==> config.mk <==
export PLATFORM = sky130hd
export DESIGN_NAME = desc_ring_consumer
export DESIGN_NICKNAME = d
export VERILOG_FILES = /design/src/rtl/dring_pkg.sv /design/src/rtl/dring_mem.sv /design/src/rtl/dring_fetch.sv /design/src/rtl/dring_track.sv /design/src/rtl/desc_ring_consumer.sv
export SDC_FILE = /design/constraint.sdc
export NUM_CORES = 1
export LEC_CHECK = 0
export BUFFER_PORTS_ARGS = -buffer_cell sky130_fd_sc_hd__buf_2
export CORE_ASPECT_RATIO = 0.8
export CORE_UTILIZATION = 53
export CTS_BUF_LIST = sky130_fd_sc_hd__clkbuf_16
export DETAILED_ROUTE_END_ITERATION = 16
export PLACE_DENSITY = 0.71
export RECOVER_POWER = 100
export SLEW_MARGIN = 20
export SYNTH_ARGS = -nofsm -noshare
export SYNTH_HDL_FRONTEND = slang
export SYNTH_SLANG_ARGS = --single-unit
==> constraint.sdc <==
create_clock -name clk -period 5.45 [get_ports clk]
set_input_delay 1.3625 -clock clk [delete_from_list [all_inputs] [get_ports clk]]
set_output_delay 1.3625 -clock clk [all_outputs]
set_load 0.1 [all_outputs]
==> src/rtl/dring_pkg.sv <==
package dring_pkg;

    localparam int ENTRY_W  = 32;
    localparam int BYTES_W  = 14;
    localparam int SEL_W    = 6;
    localparam int HANDLE_W = 8;

    typedef struct packed {
        logic                gen;
        logic [SEL_W-1:0]    fifo_sel;
        logic                discard;
        logic                notify;
        logic                last;
        logic [BYTES_W-1:0]  bytes;
        logic [HANDLE_W-1:0] handle;
    } ring_entry_t;

    typedef struct packed {
        logic [BYTES_W-1:0]  bytes;
        logic                last;
        logic                discard;
        logic                notify;
        logic [SEL_W-1:0]    fifo;
        logic [HANDLE_W-1:0] handle;
    } xfer_cmd_t;

    typedef enum logic [1:0] {
        ST_FETCH = 2'd0,
        ST_CHECK = 2'd1,
        ST_ISSUE = 2'd2
    } fetch_st_e;

    function automatic xfer_cmd_t build_cmd(input ring_entry_t e,
                                            input logic allow,
                                            input logic [SEL_W-1:0] dflt);
        xfer_cmd_t c;
        c.bytes   = e.discard ? '0 : e.bytes;
        c.last    = e.last;
        c.discard = e.discard;
        c.notify  = e.notify;
        c.fifo    = allow ? e.fifo_sel : dflt;
        c.handle  = (e.bytes == '0) ? '0 : e.handle;
        return c;
    endfunction

    function automatic logic wants_irq(input ring_entry_t e);
        return e.last & e.notify;
    endfunction

endpackage

==> src/rtl/dring_mem.sv <==
module dring_mem
    import dring_pkg::*;
#(
    parameter int DEPTH  = 8,
    localparam int SLOT_W = $clog2(DEPTH)
) (
    input  logic              clk,
    input  logic              rst,
    input  logic              wr_en,
    input  logic [SLOT_W-1:0] wr_slot,
    input  ring_entry_t       wr_entry,
    input  logic [SLOT_W-1:0] rd_addr,
    output ring_entry_t       rd_entry
);

    ring_entry_t slots [DEPTH];

    always_ff @(posedge clk) begin
        if (rst) begin
            for (int i = 0; i < DEPTH; i++) begin
                slots[i] <= '0;
            end
        end else if (wr_en) begin
            slots[wr_slot] <= wr_entry;
        end
    end

    always_ff @(posedge clk) begin
        if (rst) begin
            rd_entry <= '0;
        end else begin
            rd_entry <= slots[rd_addr];
        end
    end

endmodule

==> src/rtl/dring_fetch.sv <==
module dring_fetch
    import dring_pkg::*;
#(
    parameter int DEPTH  = 8,
    localparam int SLOT_W = $clog2(DEPTH)
) (
    input  logic              clk,
    input  logic              rst,
    output logic [SLOT_W-1:0] rd_addr,
    input  ring_entry_t       rd_entry,
    input  logic              allow_sel,
    input  logic [SEL_W-1:0]  default_fifo,
    input  logic              stall_full,
    output logic              cmd_valid,
    input  logic              cmd_ready,
    output xfer_cmd_t         cmd,
    output logic              fire,
    output logic              fire_irq
);

    localparam logic [SLOT_W-1:0] LAST_SLOT = SLOT_W'(DEPTH - 1);

    fetch_st_e         state;
    logic [SLOT_W-1:0] idx;
    logic              exp_gen;
    ring_entry_t       held;
    logic              match;

    assign match     = (rd_entry.gen == exp_gen);
    assign rd_addr   = idx;
    assign cmd_valid = (state == ST_ISSUE) && !stall_full;
    assign fire      = cmd_valid && cmd_ready;
    assign cmd       = build_cmd(held, allow_sel, default_fifo);
    assign fire_irq  = wants_irq(held);

    always_ff @(posedge clk) begin
        if (rst) begin
            state   <= ST_FETCH;
            idx     <= '0;
            exp_gen <= 1'b1;
            held    <= '0;
        end else begin
            unique case (state)
                ST_FETCH: state <= ST_CHECK;
                ST_CHECK: begin
                    if (match) begin
                        held  <= rd_entry;
                        state <= ST_ISSUE;
                    end else begin
                        state <= ST_FETCH;
                    end
                end
                ST_ISSUE: begin
                    if (fire) begin
                        state <= ST_FETCH;
                        if (idx == LAST_SLOT) begin
                            idx     <= '0;
                            exp_gen <= ~exp_gen;
                        end else begin
                            idx <= idx + 1'b1;
                        end
                    end
                end
                default: state <= ST_FETCH;
            endcase
        end
    end

    // a mismatching entry sends the consumer back to poll the same slot
    a_r3_stale_repoll: assert property (@(posedge clk) disable iff (rst)
        (state == ST_CHECK && !match) |=> (state == ST_FETCH && $stable(idx)));

    // wrap returns to slot 0 and inverts the expected generation
    a_r4_wrap_flip: assert property (@(posedge clk) disable iff (rst)
        (fire && idx == LAST_SLOT) |=> (idx == '0 && exp_gen != $past(exp_gen)));

    // an offered command holds until taken
    a_r8_hold: assert property (@(posedge clk) disable iff (rst)
        (cmd_valid && !cmd_ready) |=> (cmd_valid && $stable(cmd) && $stable(idx)));

endmodule

==> src/rtl/dring_track.sv <==
module dring_track #(
    parameter int MAX_OUTST = 4,
    localparam int PTR_W = (MAX_OUTST > 1) ? $clog2(MAX_OUTST) : 1,
    localparam int CNT_W = $clog2(MAX_OUTST + 1)
) (
    input  logic clk,
    input  logic rst,
    input  logic push,
    input  logic push_irq,
    input  logic done_valid,
    output logic full,
    output logic notify_irq
);

    localparam logic [CNT_W-1:0] CNT_MAX  = CNT_W'(MAX_OUTST);
    localparam logic [PTR_W-1:0] PTR_LAST = PTR_W'(MAX_OUTST - 1);

    logic [MAX_OUTST-1:0] flags;
    logic [PTR_W-1:0]     wr_ptr;
    logic [PTR_W-1:0]     rd_ptr;
    logic [CNT_W-1:0]     count;
    logic                 pop;

    assign full = (count == CNT_MAX);
    assign pop  = done_valid && (count != '0);

    function automatic logic [PTR_W-1:0] bump(input logic [PTR_W-1:0] p);
        return (p == PTR_LAST) ? '0 : p + 1'b1;
    endfunction

    always_ff @(posedge clk) begin
        if (rst) begin
            flags      <= '0;
            wr_ptr     <= '0;
            rd_ptr     <= '0;
            count      <= '0;
            notify_irq <= 1'b0;
        end else begin
            notify_irq <= pop && flags[rd_ptr];
            if (push) begin
                flags[wr_ptr] <= push_irq;
                wr_ptr        <= bump(wr_ptr);
            end
            if (pop) begin
                rd_ptr <= bump(rd_ptr);
            end
            if (push && !pop) begin
                count <= count + 1'b1;
            end else if (pop && !push) begin
                count <= count - 1'b1;
            end
        end
    end

    // no issue while the completion queue is full
    a_r9_no_overflow: assert property (@(posedge clk) disable iff (rst)
        full |-> !push);

    // a pulse is always caused by a completion on the previous edge
    a_r10_irq_cause: assert property (@(posedge clk) disable iff (rst)
        notify_irq |-> $past(done_valid));

    // a completion with nothing outstanding changes nothing
    a_r11_ignore_spurious: assert property (@(posedge clk) disable iff (rst)
        (done_valid && count == '0 && !push) |=> (count == '0 && !notify_irq));

endmodule

==> src/rtl/desc_ring_consumer.sv <==
module desc_ring_consumer
    import dring_pkg::*;
#(
    parameter int RING_DEPTH = 8,
    parameter int MAX_OUTST  = 4,
    localparam int SLOT_W = $clog2(RING_DEPTH)
) (
    input  logic                clk,
    input  logic                rst,
    input  logic                wr_en,
    input  logic [SLOT_W-1:0]   wr_slot,
    input  logic [ENTRY_W-1:0]  wr_data,
    input  logic                allow_sel,
    input  logic [SEL_W-1:0]    default_fifo,
    output logic                cmd_valid,
    input  logic                cmd_ready,
    output logic [BYTES_W-1:0]  cmd_bytes,
    output logic                cmd_last,
    output logic                cmd_discard,
    output logic                cmd_notify,
    output logic [SEL_W-1:0]    cmd_fifo,
    output logic [HANDLE_W-1:0] cmd_handle,
    input  logic                done_valid,
    output logic                notify_irq
);

    ring_entry_t       wr_entry;
    ring_entry_t       rd_entry;
    logic [SLOT_W-1:0] rd_addr;
    xfer_cmd_t         cmd;
    logic              fire;
    logic              fire_irq;
    logic              full;

    assign wr_entry = ring_entry_t'(wr_data);

    dring_mem #(.DEPTH(RING_DEPTH)) u_mem (
        .clk      (clk),
        .rst      (rst),
        .wr_en    (wr_en),
        .wr_slot  (wr_slot),
        .wr_entry (wr_entry),
        .rd_addr  (rd_addr),
        .rd_entry (rd_entry)
    );

    dring_fetch #(.DEPTH(RING_DEPTH)) u_fetch (
        .clk          (clk),
        .rst          (rst),
        .rd_addr      (rd_addr),
        .rd_entry     (rd_entry),
        .allow_sel    (allow_sel),
        .default_fifo (default_fifo),
        .stall_full   (full),
        .cmd_valid    (cmd_valid),
        .cmd_ready    (cmd_ready),
        .cmd          (cmd),
        .fire         (fire),
        .fire_irq     (fire_irq)
    );

    dring_track #(.MAX_OUTST(MAX_OUTST)) u_track (
        .clk        (clk),
        .rst        (rst),
        .push       (fire),
        .push_irq   (fire_irq),
        .done_valid (done_valid),
        .full       (full),
        .notify_irq (notify_irq)
    );

    assign cmd_bytes   = cmd.bytes;
    assign cmd_last    = cmd.last;
    assign cmd_discard = cmd.discard;
    assign cmd_notify  = cmd.notify;
    assign cmd_fifo    = cmd.fifo;
    assign cmd_handle  = cmd.handle;

    // discard commands never carry a byte count
    a_r5_discard_zero: assert property (@(posedge clk) disable iff (rst)
        (cmd_valid && cmd_discard) |-> (cmd_bytes == '0));

endmodule

==> impl_metrics.json, run 1 <==
{
  "finClkSkew_ns": 0.0160,
  "hold_end": "u_fetch.held[2]",
  "dp_hpwl_um": 18500,
  "static-leakage-power_nw": 5.46,
  "setup_viol": 0,
  "drt-total-wl_um": 30100,
  "crit_arrival_ns": 4.27,
  "dr_wl_met2_um": 13600,
  "synth_area_leader_cell": "edfxtp_1",
  "clock.fmax_mhz": 242,
  "maxSlewHeadroom": -0.736,
  "final.period_utilization": 0.760,
  "start_util": 0.545,
  "insertedDiodeCount": 0,
  "rr_endpoint": "u_mem.rd_entry[5]",
  "cts_made_buffers": 34,
  "final_layout_size_suffix_gt1_frac": 0.169,
  "cts_tree": "done",
  "hp-start": "u_mem.rd_entry[2]",
  "clockBufferDepth": 3,
  "core_area_um2": 26600,
  "fin_nets": 1124,
  "synth_ff_type": "edfxtp_1",
  "ys_seq_area_frac": 0.642,
  "netlist_area_um2": 14500,
  "io_buffer_count": 79,
  "worstHoldPathType": "reg2reg",
  "hold_violations": 0,
  "grt_usage": 0.224,
  "netlist_top_cells_count": "and2_1 (264), edfxtp_1 (256), dfxtp_1 (81), mux4_2 (65), nor2_1 (40)",
  "tightest_slew_ns": 2.60,
  "syn_to_final_growth_pct": 11.4,
  "firstDrtPassIters": 5,
  "htree_levels": 2,
  "outcome": "finished, violations left",
  "grt_max_degree": 90,
  "hold_depth": 2,
  "ys_types": 43,
  "die_h_um": 150,
  "antenna_found_initial": 0,
  "reg2reg_from": "u_fetch.rd_addr[1]",
  "vias": 8016,
  "violations": "max-capacitance violations, max-slew violations",
  "routedWlPerCell_um": 20.8,
  "rows": 53,
  "tns_ns": 0,
  "die_w_um": 187,
  "crit_type": "in2reg",
  "grt_pass1_vias": 8194,
  "start_kind": "primary input",
  "post-route-drc-count": 0,
  "via_per_inst": 5.54,
  "wl_met1_um": 14400,
  "syn_inst": 1008,
  "fin_util": 0.607,
  "insertion_delay_ns": 0.51,
  "cp-end-kind": "register",
  "synth_top_area_share": 0.530,
  "synth.area.top_cells": "edfxtp_1 (53%), and2_1 (11%), dfxtp_1 (11%)",
  "ios": 80,
  "grt_overflow": 0,
  "p_per_area_nw_per_um2": 349,
  "worstPathMaxFanout": 33,
  "avgSynthCellArea_um2": 14.4,
  "crit_required_ns": 5.58,
  "antenna_left": 0,
  "ys_warn_count": 0,
  "fillers": 2043,
  "synth_nets": 1064,
  "place_congestion": 0.754,
  "cts_sinks": 337,
  "synth_most_common_cell": "and2_1",
  "drv_cap": 4,
  "synth_edf_count": 256,
  "slew_violations": 135,
  "cts_resized": 0,
  "grt_pass1_wl_um": 47400,
  "routed.top_layer": "met4",
  "r2r_cells": 4,
  "die-area_um2": 28000,
  "clockRootBuffer": "clkbuf_16",
  "min_period_ns": 4.14,
  "rsz0062_at_grt": "no",
  "met3_length_um": 1420,
  "path_clk_slew_ns": 0.06,
  "vdd_drop_max_mv": 0.209,
  "post-cts-setup-buffers": 0,
  "drtIter0Drc": 548,
  "r2r_slack_ns": 1.48,
  "hold_buffers": 0,
  "synth_seq_cells": 337,
  "synthArstFlopShare": 0
}
[critical path, stage by stage]
cell and delay (ns):
clkbuf_1 0.23, or3b_1 0.53, nor2_2 0.14, clkbuf_1 1.08, or2_2 0.90
[registers in the layout (all words and copies together), names as in the netlist, 2 cells and up]
signal	cells
u_fetch.state	2
u_mem.slots	256
u_fetch.rd_addr	3
u_track.rd_ptr	2
u_mem.rd_entry	32
u_fetch.cmd	3
u_track.wr_ptr	2
u_fetch.held	28
u_track.flags	4
u_track.count	3
[cell families (layout without fill, tap and decap cells)]
kind of cell,count (synthesis),in the layout,synth area share
mux,109,109,0.132
fa+ha+maj,9,9,0.00829
buf+inv,71,154,0.0230
flops,337,337,0.642
simple gates,400,400,0.164
compound gates,78,78,0.0279
xor+xnor,4,4,0.00242
[layout make-up]
cell class / count / area, µm² / area share
Clock buffer: 37 / 926 / 0.0573
Clock inverter: 22 / 141 / 0.00876
Inverter: 3 / 11.3 / 0.000697
Multi-Input combinational cell: 600 / 4890 / 0.303
Sequential cell: 337 / 9320 / 0.577
Tap cell: 357 / 447 / 0.0277
Timing Repair Buffer: 92 / 414 / 0.0256
[how the worst max path moves through the flow]
stage,startpoint,endpoint,slack (ns),depth (start not counted)
after floorplan,u_track.count[0],cmd_valid,1.36,2
after global placement,rst,u_mem.slots[6][7],1.84,3
after detailed placement,rst,u_mem.slots[4][7],1.79,5
after CTS,allow_sel,cmd_fifo[4],1.94,3
after global routing,rst,u_mem.slots[5][23],1.13,5
final,rst,u_mem.slots[4][7],1.31,5
[stage by stage]
stage	cells	total power [mW]	hold slack [ns]	area, µm²	worst slack [ns]
floorplan	1008	3.30	0.429	14500	1.36
global placement	1389	3.44	0.438	15200	1.84
detailed placement	1389	3.45	0.441	15200	1.79
CTS	1448	5.68	0.450	16200	1.94
global route	1448	5.82	0.460	16100	1.13
finish	1448	5.64	0.448	16100	1.31
[where the power goes]
part | internal, mW | switching [mW]
clock network | 1.31 | 0.938
registers | 2.92 | 0.0670
logic | 0.140 | 0.262
[layer usage]
metal | track usage | vias up
met4 | 0.0701 | 0
met3 | 0.0371 | 48
met5 | 0 | -
li1 | - | 3777
met2 | 0.343 | 197
met1 | 0.329 | 3994
[placed cells by master, fill, tap and decap left out, types with 36 or more instances in the layout]
| cell | synthesis | layout |
|---|---|---|
| mux4_2 | 65 | 65 |
| o21ai_0 | 36 | 36 |
| and2_0 | 0 | 129 |
| mux2i_1 | 38 | 38 |
| clkbuf_16 | 0 | 37 |
| and2_1 | 264 | 135 |
| dfxtp_1 | 81 | 78 |
| buf_2 | 11 | 46 |
| clkbuf_1 | 39 | 43 |
| nor2_1 | 40 | 38 |
| edfxtp_1 | 256 | 256 |
| a21oi_1 | 37 | 37 |
Power figures use the tool's default switching activity.
==> run 2: changes to the inputs <==
- PLACE_DENSITY: 0.71 -> 0.73
- clock period: 5.45 -> 3.8 ns (I/O delays scaled with it)
==> impl_metrics.json, run 2 (synthesis results as in run 1) <==
{
  "fin_nets": 1137,
  "rows": 53,
  "grt_max_degree": 86,
  "crit_top_cell": "clkbuf_1",
  "grt_overflow": 0,
  "violations": "max-capacitance violations, max-slew violations",
  "p_total_mw": 8.03,
  "slowest_delay_ns": 1.38,
  "worstHoldPathType": "reg2reg",
  "hold_violations": 0,
  "post-route-drc-count": 0,
  "cp-end-kind": "register",
  "vias": 8402,
  "tns_ns": 0,
  "io_buffer_count": 79,
  "hold_buffers": 0,
  "regMostFlops": "u_mem.slots",
  "wl_met1_um": 15000,
  "met3_length_um": 2900,
  "cts_made_buffers": 34,
  "dp_hpwl_um": 19400,
  "cts_sinks": 337,
  "final_layout_size_suffix_gt1_frac": 0.174,
  "worstPathMaxFanout": 19,
  "start_util": 0.545,
  "crit_type": "in2reg",
  "die_w_um": 187,
  "place_congestion": 0.775,
  "finClkSkew_ns": 0.0113,
  "dr_wl_met2_um": 15200,
  "syn_to_final_growth_pct": 12.1,
  "ios": 80,
  "grt_pass1_wl_um": 51100,
  "grt_pass1_vias": 8397,
  "crit_buf_inv": 2,
  "routed.top_layer": "met5",
  "clock.fmax_mhz": 305,
  "cp.depth": 5,
  "setup_viol": 0,
  "final_cell_mix": "edfxtp_1 (256), and2_1 (152), and2_0 (112), dfxtp_1 (78), mux4_2 (65)",
  "drt-total-wl_um": 33800,
  "firstDrtPassIters": 5,
  "clockBufferDepth": 3,
  "maxSlewHeadroom": -0.353,
  "vdd_drop_max_mv": 0.402,
  "crit_slowest_cell": "or2_0",
  "htree_levels": 2,
  "slew_violations": 415,
  "clockRootBuffer": "clkbuf_16",
  "start_kind": "primary input",
  "cpLargestDelayFamily": "simple AND/OR/NAND/NOR gates",
  "hold_ws_ns": 0.443,
  "hold_depth": 2,
  "rsz0062_at_grt": "no",
  "grt_usage": 0.248,
  "cts_resized": 0,
  "die_h_um": 150,
  "cts_tree": "done",
  "drtIter0Drc": 665,
  "routedWlPerCell_um": 23.1,
  "p_per_area_nw_per_um2": 494,
  "insertion_delay_ns": 0.51,
  "path_clk_slew_ns": 0.06,
  "min_period_ns": 3.28,
  "drv_cap": 13,
  "static-leakage-power_nw": 5.56,
  "crit_arrival_ns": 3.43,
  "final.period_utilization": 0.862,
  "die-area_um2": 28000,
  "post-cts-setup-buffers": 0,
  "tightest_slew_ns": 2.03,
  "largest_reg_flops": 256,
  "via_per_inst": 5.74,
  "r2r_slack_ns": 1.28,
  "cp_cell_sequence": "clkbuf_1, nand3b_1, nor2_2, or2_0, clkbuf_1",
  "largestRegisters": "u_mem.slots (256), u_mem.rd_entry (32), u_fetch.held (28)",
  "core_area_um2": 26600,
  "outcome": "finished, violations left",
  "final_common_cell": "edfxtp_1",
  "antenna_found_initial": 2,
  "antenna_left": 0,
  "r2r_cells": 7,
  "crit_required_ns": 3.95
}
run 2: changes by cell type in the layout (fill, tap and decap cells not counted), sizes merged:
| cell | previous run | this run |
|---|---|---|
| buf | 49 | 62 |
| bufinv | 2 | 0 |
| clkbuf | 80 | 81 |
| clkinv | 8 | 9 |
| diode | 0 | 1 |
| inv | 14 | 15 |
run 2: per-layer routing:
metal,track usage,up-vias
met5,0,-
met4,0.0725,2
met3,0.0570,66
met2,0.373,339
met1,0.363,4191
li1,-,3804
run 2: tightest hold or removal path: cells and delay by family, from the launching register on:
kind / cells / cell delay [ns]
compound gates: 1 / 0.05
flops: 1 / 0.29
simple gates: 1 / 0.06
run 2: through the flow:
| step | util | setup slack [ns] | std cells | cell area (µm²) |
|---|---|---|---|---|
| global route | 0.611 | 0.328 | 1462 | 16300 |
| finish | 0.611 | 0.523 | 1463 | 16300 |
| global placement | 0.576 | 0.925 | 1402 | 15300 |
| floorplan | - | 0.120 | 1008 | 14500 |
| detailed placement | 0.577 | 0.897 | 1402 | 15300 |
| CTS | 0.616 | 0.704 | 1462 | 16400 |
run 2: area by class of cell:
class	instances	area, µm²
timing repair buffer	105	572
sequential	337	9320
antenna	1	2.50
tap	357	447
multi-input combinational	600	4870
clock inverter	22	91.3
clock buffer	38	951
inverter	3	11.3
fill	2042	10300
run 2: path summary, 6_finish.rpt:
kind	start	to
worst max register to register	u_track.count[0]	u_track.count[2]
worst min-delay path	u_mem.rd_entry[17]	u_fetch.held[17]
worst min register to register	u_mem.rd_entry[17]	u_fetch.held[17]
worst max-delay path	rst	u_mem.slots[3][4]
run 2: report_power, final:
part           total, mW  leakage [nW]  switching [mW]  internal, mW
combinational      0.602          1.89           0.389         0.213
sequential          4.29          3.12           0.104          4.19
clock               3.14         0.555            1.35          1.79
total               8.03          5.56            1.85          6.19
==> run 3: changes to the inputs <==
- CORE_MARGIN: unset -> 2
- SYNTH_HIERARCHICAL: unset -> 1
==> impl_metrics.json, run 3 <==
{
  "outcome": "finished, violations left",
  "violations": "max-capacitance violations, max-slew violations",
  "core_area_um2": 27300,
  "vdd_drop_max_mv": 0.281,
  "p_comb_frac": 0.061,
  "synth_seq_cells": 337,
  "stdcell_count": 1472,
  "slowest_delay_ns": 1.37,
  "grt_pass1_wl_um": 47600,
  "clockRootBuffer": "clkbuf_16",
  "clockBufferDepth": 3,
  "crit_slowest_cell": "dfxtp_1",
  "start_util": 0.540,
  "cp-startpoint": "u_fetch/rd_addr[2]",
  "p_per_area_nw_per_um2": 500,
  "hold_buffers": 0,
  "r2r_slack_ns": 0.27,
  "cts_sinks": 337,
  "crit_arrival_ns": 3.84,
  "clock.fmax_mhz": 283,
  "switching_share": 0.214,
  "p_switching_mw": 1.77,
  "grt_max_degree": 102,
  "synth_ff_type": "edfxtp_1",
  "setup_slack_ns": 0.268,
  "vias": 7993,
  "hold_end": "u_fetch/cmd[14]",
  "crit_buf_inv": 1,
  "die_h_um": 153,
  "largest_reg_flops": 256,
  "path_clk_slew_ns": 0.06,
  "rsz0062_at_grt": "no",
  "drtIter0Drc": 640,
  "slew_violations": 296,
  "drv_cap": 7,
  "crit_required_ns": 4.11,
  "antenna_left": 0,
  "synth_area_leader_cell": "edfxtp_1",
  "synth_edf_count": 256,
  "final_common_cell": "edfxtp_1",
  "tightest_slew_ns": 2.45,
  "maxSlewHeadroom": -0.632,
  "power.internal_mw": 6.50,
  "fin_nets": 1134,
  "start_kind": "register",
  "synth_top_area_share": 0.521,
  "seqPwrFrac": 0.515,
  "ys_seq_area_frac": 0.631,
  "firstDrtPassIters": 5,
  "final_layout_size_suffix_gt1_frac": 0.181,
  "dp_slack_ns": 0.882,
  "dp_hpwl_um": 18200,
  "syn_to_final_growth_pct": 12.3,
  "rr_endpoint": "u_mem/rd_entry[31]",
  "via_per_inst": 5.43,
  "grt_overflow": 0,
  "r2r_cells": 4,
  "ys_warn_count": 6,
  "ys_types": 42,
  "insertion_delay_ns": 0.52,
  "hold_depth": 2,
  "p_clk_frac": 0.424,
  "cp_cell_sequence": "clkbuf_1, mux4_2, mux2i_1, nor2_1",
  "synth_most_common_cell": "and2_1",
  "crit_type": "reg2reg",
  "ios": 80,
  "rows": 54,
  "avgSynthCellArea_um2": 14.7,
  "cp-end-kind": "register",
  "dp_cells": 1405,
  "min_period_ns": 3.53,
  "regMostFlops": "u_mem/slots",
  "final.period_utilization": 0.929,
  "largestRegisters": "u_mem/slots (256), u_mem/rd_entry (32), u_fetch/held (28)",
  "netlist_top_cells_count": "and2_1 (265), edfxtp_1 (256), dfxtp_1 (81), mux2i_1 (69)",
  "die_w_um": 190,
  "cpLargestDelayFamily": "flip-flops",
  "worstPathMaxFanout": 29,
  "final_cell_mix": "edfxtp_1 (256), and2_0 (134), and2_1 (131), dfxtp_1 (79), mux2i_1 (69)",
  "io_buffer_count": 79,
  "synth.area.top_cells": "edfxtp_1 (52%), and2_1 (11%), dfxtp_1 (11%)",
  "setup_viol": 0,
  "grt_usage": 0.216,
  "cts_tree": "done",
  "cts_resized": 0,
  "hold_violations": 0,
  "drt-total-wl_um": 30900,
  "antenna_found_initial": 3,
  "reg2reg_from": "u_fetch/rd_addr[2]",
  "worstHoldPathType": "reg2reg",
  "syn_inst": 1001,
  "place_congestion": 0.763,
  "tns_ns": 0,
  "synthArstFlopShare": 0,
  "hold_ws_ns": 0.455,
  "static-leakage-power_nw": 5.63,
  "post-route-drc-count": 0,
  "htree_levels": 2,
  "routedWlPerCell_um": 21.0,
  "cts_made_buffers": 35,
  "die-area_um2": 29200,
  "fillers": 2088,
  "synth_nets": 1057,
  "grt_pass1_vias": 8072,
  "hp-start": "u_mem/rd_entry[23]",
  "netlist_area_um2": 14700,
  "finClkSkew_ns": 0.0132,
  "post-cts-setup-buffers": 0
}
-- run 3: worst register-to-register path: cells and delay by family, from the launching register on --
kind	cells	cell delay (ns)
muxes	2	0.69
DFF	1	1.37
and+or+nand+nor	1	0.12
buffers and inverters	1	1.15
-- run 3: cell type report --
| class | count | area (µm²) | area share |
|---|---|---|---|
| Tap cell | 364 | 455 | 0.0275 |
| Clock buffer | 38 | 951 | 0.0574 |
| Clock inverter | 25 | 239 | 0.0144 |
| Sequential cell | 337 | 9310 | 0.563 |
| Timing Repair Buffer | 104 | 514 | 0.0311 |
| Antenna cell | 4 | 10.0 | 0.000605 |
| Multi-Input combinational cell | 597 | 5060 | 0.306 |
| Inverter | 3 | 11.3 | 0.000680 |
-- run 3: cells by family (layout without fill, tap and decap cells) --
logic type,count (synthesis),after routing,synth area share
simple gates,433,433,0.177
flops,337,337,0.631
mux,140,140,0.151
buf+inv,67,170,0.0250
compound gates,12,12,0.00594
fa+ha+maj,9,9,0.00815
xor+xnor,3,3,0.00178
other cells,0,4,0
-- run 3: routing by layer --
metal  wire length, µm  part of all wire  vias to the layer above  global-route usage
li1                  -                 -                     3733                   -
met1             14000              0.45                     3935               0.321
met2             14000              0.45                      271               0.331
met3              2230             0.072                       54              0.0390
met4               672             0.022                        0              0.0580
met5                 0                 0                        -                   0
-- run 3: worst max-delay path by stage --
stage | endpoint | slack [ns] | cells past startpoint
CTS | cmd_handle[2] | 0.31 | 4
global placement | u_track/count[2] | 0.90 | 9
detailed placement | cmd_handle[2] | 0.88 | 4
global route | u_mem/rd_entry[1] | 0.15 | 4
floorplan | cmd_valid | 0.12 | 2
finish | u_mem/rd_entry[31] | 0.27 | 4
-- run 3: stage by stage --
stage | power [mW] | area, µm² | util
3_5_place_dp | 4.86 | 15500 | 0.569
3_3_place_gp | 4.84 | 15500 | 0.569
4_1_cts | 8.36 | 16700 | 0.613
6_report | 8.28 | 16600 | 0.606
5_1_grt | 8.55 | 16500 | 0.606
2_1_floorplan | 4.65 | 14700 | -
-- run 3: power groups by stage --
stage | Sequential, mW | Combinational (mW) | Clock [mW]
6_report | 4.26 | 0.507 | 3.51
5_1_grt | 4.28 | 0.549 | 3.72
4_1_cts | 4.26 | 0.524 | 3.58
3_5_place_dp | 4.34 | 0.522 | 0
3_3_place_gp | 4.33 | 0.512 | 0
2_1_floorplan | 4.30 | 0.347 | 0
